<file path="config.mk">
export PLATFORM = sky130hd
export DESIGN_NAME = alos_timer
export DESIGN_NICKNAME = d
export VERILOG_FILES = /design/src/rtl/alos_pkg.sv /design/src/rtl/alos_sync.sv /design/src/rtl/alos_win_timer.sv /design/src/rtl/alos_status.sv /design/src/rtl/alos_timer.sv
export SDC_FILE = /design/constraint.sdc
export NUM_CORES = 1
export LEC_CHECK = 0
export CAP_MARGIN = 20
export CELL_PAD_IN_SITES_DETAIL_PLACEMENT = 1
export CELL_PAD_IN_SITES_GLOBAL_PLACEMENT = 2
export CORE_ASPECT_RATIO = 1.4
export CORE_MARGIN = 4
export CORE_UTILIZATION = 45
export CTS_BUF_LIST = sky130_fd_sc_hd__clkbuf_8
export DETAILED_ROUTE_END_ITERATION = 8
export DONT_BUFFER_PORTS = 1
export GPL_ROUTABILITY_DRIVEN = 0
export PLACE_DENSITY = 0.82
export SYNTH_ARGS = -nofsm -noshare
export SYNTH_HDL_FRONTEND = slang
export SYNTH_HIERARCHICAL = 1
export SYNTH_SLANG_ARGS = --single-unit
export TNS_END_PERCENT = 50
</file>
<file path="constraint.sdc">
create_clock -name clk_i -period 3.58 [get_ports clk_i]
set_input_delay 0 -clock clk_i [delete_from_list [all_inputs] [get_ports clk_i]]
set_output_delay 0 -clock clk_i [all_outputs]
set_load 0.01 [all_outputs]
</file>
<file path="src/rtl/alos_pkg.sv">
`timescale 1ns/1ps
package alos_pkg;
  typedef enum logic {
    WIN_MS  = 1'b0,
    WIN_SYM = 1'b1
  } win_sel_e;

  function automatic int unsigned max_u(input int unsigned a, input int unsigned b);
    return (a > b) ? a : b;
  endfunction
endpackage

</file>
<file path="src/rtl/alos_sync.sv">
`timescale 1ns/1ps
module alos_sync #(
  parameter int unsigned STAGES = 2
) (
  input  logic clk_i,
  input  logic rst_ni,
  input  logic d_i,
  output logic q_o
);
  logic [STAGES-1:0] ff_q;

  for (genvar i = 0; i < STAGES; i++) begin : g_stage
    if (i == 0) begin : g_first
      always_ff @(posedge clk_i or negedge rst_ni) begin
        if (!rst_ni) ff_q[i] <= 1'b0;
        else         ff_q[i] <= d_i;
      end
    end else begin : g_next
      always_ff @(posedge clk_i or negedge rst_ni) begin
        if (!rst_ni) ff_q[i] <= 1'b0;
        else         ff_q[i] <= ff_q[i-1];
      end
    end
  end

  assign q_o = ff_q[STAGES-1];
endmodule

</file>
<file path="src/rtl/alos_win_timer.sv">
`timescale 1ns/1ps
module alos_win_timer
  import alos_pkg::*;
#(
  parameter int unsigned MS_LIMIT  = 12288,
  parameter int unsigned SYM_LIMIT = 256
) (
  input  logic clk_i,
  input  logic rst_ni,
  input  logic lost_i,
  input  logic win_sel_i,
  input  logic long_haul_i,
  output logic alarm_o
);
  localparam int unsigned MAX_LIMIT = max_u(MS_LIMIT, SYM_LIMIT);
  localparam int unsigned CNT_W     = $clog2(MAX_LIMIT + 1);

  logic [CNT_W-1:0] cnt_q, limit;
  logic             active, alarm_q;

  assign active = lost_i & ~long_haul_i;

  always_comb begin
    if (win_sel_e'(win_sel_i) == WIN_SYM) limit = CNT_W'(SYM_LIMIT);
    else                                  limit = CNT_W'(MS_LIMIT);
  end

  // count saturates at the window; restart on any present-signal cycle
  always_ff @(posedge clk_i or negedge rst_ni) begin
    if (!rst_ni)             cnt_q <= '0;
    else if (!active)        cnt_q <= '0;
    else if (cnt_q < limit)  cnt_q <= cnt_q + 1'b1;
  end

  always_ff @(posedge clk_i or negedge rst_ni) begin
    if (!rst_ni) alarm_q <= 1'b0;
    else         alarm_q <= active && (cnt_q >= limit - 1'b1);
  end

  assign alarm_o = alarm_q;


  lh_block_chk: assert property (@(posedge clk_i) disable iff (!rst_ni)
    long_haul_i |=> !alarm_q);


  restart_chk: assert property (@(posedge clk_i) disable iff (!rst_ni)
    !lost_i |=> (cnt_q == '0));


  clear_chk: assert property (@(posedge clk_i) disable iff (!rst_ni)
    !lost_i |=> !alarm_q);
endmodule

</file>
<file path="src/rtl/alos_status.sv">
`timescale 1ns/1ps
module alos_status (
  input  logic clk_i,
  input  logic rst_ni,
  input  logic alarm_i,
  input  logic rd_stb_i,
  input  logic irq_en_i,
  output logic status_o,
  output logic irq_o
);
  logic prev_q, sts_q, irq_q;

  always_ff @(posedge clk_i or negedge rst_ni) begin
    if (!rst_ni) begin
      prev_q <= 1'b0;
      sts_q  <= 1'b0;
      irq_q  <= 1'b0;
    end else begin
      prev_q <= alarm_i;
      irq_q  <= irq_en_i & alarm_i & ~prev_q;
      // read wins; a still-active alarm re-sets the bit a cycle later
      sts_q  <= rd_stb_i ? 1'b0 : (sts_q | alarm_i);
    end
  end

  assign status_o = sts_q;
  assign irq_o    = irq_q;


  rd_clear_chk: assert property (@(posedge clk_i) disable iff (!rst_ni)
    rd_stb_i |=> !sts_q);


  sts_set_chk: assert property (@(posedge clk_i) disable iff (!rst_ni)
    (alarm_i && !rd_stb_i) |=> sts_q);


  irq_pulse_chk: assert property (@(posedge clk_i) disable iff (!rst_ni)
    irq_q |=> !irq_q);


  irq_en_chk: assert property (@(posedge clk_i) disable iff (!rst_ni)
    irq_q |-> $past(irq_en_i));
endmodule

</file>
<file path="src/rtl/alos_timer.sv">
`timescale 1ns/1ps
module alos_timer #(
  parameter int unsigned SYNC_STAGES = 2,
  parameter int unsigned CLK_KHZ     = 8192,
  parameter int unsigned MS_WIN_US   = 1500,
  parameter int unsigned SYM_CYC     = 4,
  parameter int unsigned SYM_WIN     = 64
) (
  input  logic clk_i,
  input  logic rst_ni,
  input  logic lost_i,
  input  logic win_sel_i,
  input  logic long_haul_i,
  input  logic irq_en_i,
  input  logic rd_stb_i,
  output logic alarm_o,
  output logic status_o,
  output logic irq_o
);
  localparam int unsigned MS_LIMIT  = (CLK_KHZ * MS_WIN_US) / 1000;
  localparam int unsigned SYM_LIMIT = SYM_CYC * SYM_WIN;

  logic lost_s, alarm;

  alos_sync #(.STAGES(SYNC_STAGES)) u_sync (
    .clk_i  (clk_i),
    .rst_ni (rst_ni),
    .d_i    (lost_i),
    .q_o    (lost_s)
  );

  alos_win_timer #(.MS_LIMIT(MS_LIMIT), .SYM_LIMIT(SYM_LIMIT)) u_timer (
    .clk_i       (clk_i),
    .rst_ni      (rst_ni),
    .lost_i      (lost_s),
    .win_sel_i   (win_sel_i),
    .long_haul_i (long_haul_i),
    .alarm_o     (alarm)
  );

  alos_status u_status (
    .clk_i    (clk_i),
    .rst_ni   (rst_ni),
    .alarm_i  (alarm),
    .rd_stb_i (rd_stb_i),
    .irq_en_i (irq_en_i),
    .status_o (status_o),
    .irq_o    (irq_o)
  );

  assign alarm_o = alarm;
endmodule

</file>
==> results by group <==
Floorplanning
  • Chip height: 65.76 um
  • Core ar.: 0.002227 mm^2
  • Die Area: about 0.0032 mm^2
  • Cell Rows: 20
  • Initial Utilization: 48.15%
  • Die width: 49.26 um
  • # IOs: 10

Clocking
  • Root Driver: clkbuf_8
  • H-tree depth: 1
  • Num CTS Buffers: 3
  • CTS Buffer Depth: 2
  • TritonCTS clock tree: yes
  • Worst skew pair latency: 0.26 ns
  • Clk sink count: 20
  • Clock transition at path regs: 0.08 ns
  • Post-CTS Setup Inserts: 0

Global routing
  • Via count of the first global-routing pass: 894
  • Initial antenna violation count: 0
  • Grt total ovfl: 0
  • Largest net degree at the start of global routing: 21
  • First-pass GRT wire length: 4.381 mm
  • GRT Total Usage: 17.51%

Yosys
  • Syn_area_per_cell: 10.72 um^2
  • Post-synth design cell area: 0.001072 mm^2
  • Register area share after synthesis: 46.67%
  • Async S/R FF share, synth: 100.0%
  • Largest cells by area after synthesis: dfrtp_1 (47%), ha_1 (9.3%), a21oi_1 (4.7%)
  • Syn Inst Count: 100
  • Yosys warning total: 6
  • Cell variety after synth: 32
  • Net count after synthesis: 115
  • EDFF count, synth: 0
  • Commonest cells post-synth: dfrtp_1 (20), a21oi_1 (10), ha_1 (8), nor2_1 (8)
  • Most common cell in the netlist: dfrtp_1
  • Flops & latches, synth: 20
  • Cell taking the most area after synthesis: dfrtp_1
  • Post-synth top flop: dfrtp_1
  • Yosys top cell area share: 46.67%

Pwr
  • Static leakage: 0.5416 nW
  • Sequential power share: 47.9%
  • Psw: 93.39 uW
  • PwrDens: 398.2 mW/mm^2
  • Peak supply drop: ~0.00025 V
  • Internal power: 385.9 uW
  • Clock network fraction of total power: a little under half
  • Combinational fraction of design power: approximately 5.0%
  • Sw Ratio: 19.48%

Place
  • Port Buf Inserts: 0
  • Placed cell area: 0.001092 mm^2
  • Dpl hpwl: ~1.7 mm

Cells and area
  • Syn-to-layout area delta: 12.25%
  • Nets: 122
  • Design Area, Final: 0.001204 mm^2
  • Share of cells above drive strength 1: 8.491%
  • N_diodes: 0

Timing
  • Crit path time final: roughly 2.1 ns
  • Max frequency: 487.2 MHz
  • Unrepaired setup endpoints after global routing: no
  • Actual slew at the worst max-slew pin: ~0.89 ns
  • Setup TNS Final: 0 ns
  • Crit share post-route: 57.34%
  • Clock skew: 0.002276 ns
  • Max transition margin: 40.26%
  • Final setup viols: 0
  • Hold Violations, Final: 0
  • Final Max Slew Viols: 0

Routing
  • Drt drc: 0
  • Detailed Route WL: 2.393 mm
  • Number of routed nets with antenna violations: 0
  • DR iter-0 viols: 24
  • Vias/cell: 6.148
  • Wire length per cell: 18.70 um
  • Via count: 787
  • Pre-antenna DRT Iters: 4

Run status
  • Outcome: finished clean

Setup path
  • Crit Path Category: reg -> reg
  • Critical Path Start Type: register
  • Worst setup EP type: register
  • Reg2Reg Depth: 5
  • Worst-path fanout max: 6
  • Worst endpoint required time: 3.76 ns
  • CP arrival: 2.23 ns

Run
  • Max Cap Viol: 0

Hold path
  • Hold path cells: 3
  • Hold Path Class: in -> reg
## layer usage
| layer | track usage [%] | part of all wire [%] | up-vias |
|---|---|---|---|
| met5 | 0 | 0 | - |
| met4 | 4.270 | 0.67 | 0 |
| met3 | 2.948 | 2.6 | 4 |
| met2 | 33.39 | 56 | 9 |
| met1 | 19.86 | 41 | 387 |
| li1 | - | - | 387 |
## metrics by stage
step                setup WS, ns  util [%]  cells  hold WS (ns)  total power [mW]
floorplan                  1.804         -    100       -0.2956            0.2461
CTS                        1.527     54.04    128        0.1133            0.4854
global route               1.313     54.04    128        0.1201            0.5013
detailed placement         1.579     49.04    120       -0.2951            0.2508
global placement           1.617     49.04    120       -0.2951            0.2489
finish                     1.527     54.04    128        0.1126            0.4793
## cell families after synthesis
kind of cell,after synthesis,synth area share [%]
compound gates,28,17.62
xor+xnor,4,3.268
fa+ha+maj,8,9.335
buf+inv,5,1.750
flops,20,46.67
mux,2,1.984
simple gates,33,19.37
## path summary, 6_finish.rpt
path / from / end / slack, ns
worst max-delay path: u_timer/cnt_q[13] / u_timer/cnt_q[13] / 1.53
worst min-delay path: win_sel_i / u_timer/alarm_o / 0.11
worst max register to register: u_timer/cnt_q[13] / u_timer/cnt_q[13] / 1.53
worst min register to register: u_sync/ff_q[0] / u_sync/q_o / 0.36
max in group asynchronous: rst_ni / u_timer/cnt_q[4] / 2.73
min in group asynchronous: rst_ni / u_timer/cnt_q[13] / 0.31
## power groups by stage
stage	registers (mW)	clock network, mW	logic [mW]
6_report	0.230	0.226	0.0240
5_1_grt	0.230	0.243	0.0281
4_1_cts	0.230	0.231	0.0247
3_5_place_dp	0.234	0	0.0165
3_3_place_gp	0.234	0	0.0150
2_1_floorplan	0.234	0	0.0125
## cell usage in the layout (no fill, tap or decap), types with 4 or more instances in the layout
cell type      synthesis  final
or3_1                  4      4
dfrtp_1               20     20
o21ai_0                4      4
nor2_1                 8      8
a21oi_1               10     10
dlygate4sd3_1          0      4
ha_1                   8      8
## registers in the layout, summed over array words and instances, names as in the netlist
name	cells
u_sync/q_o	1
u_status/irq_o	1
u_status/prev_q	1
u_status/status_o	1
u_timer/cnt_q	14
u_timer/alarm_o	1
u_sync/ff_q	1
## worst max-delay path, stage by stage (launching register included)
cell       delay, ns
dfrtp_1         0.41
ha_1            0.34
a21oi_2         0.32
o2111ai_1       0.30
or4_1           0.46
a21oi_1         0.14
## layout make-up
type / instances / area, um^2
Fill cell: 258 / 1023
Multi-Input combinational cell: 75 / 553.0
Sequential cell: 20 / 500.5
Clock buffer: 3 / 41.29
Timing Repair Buffer: 4 / 40.04
Clock inverter: 1 / 30.03
Tap cell: 22 / 27.53
Inverter: 3 / 11.26
## what timing repair did
action,in CTS,in global routing
gates resized for setup,0,0
endpoints found under the hold margin,23,0
hold buffers,4,0
(Power assumes the default switching activity.)
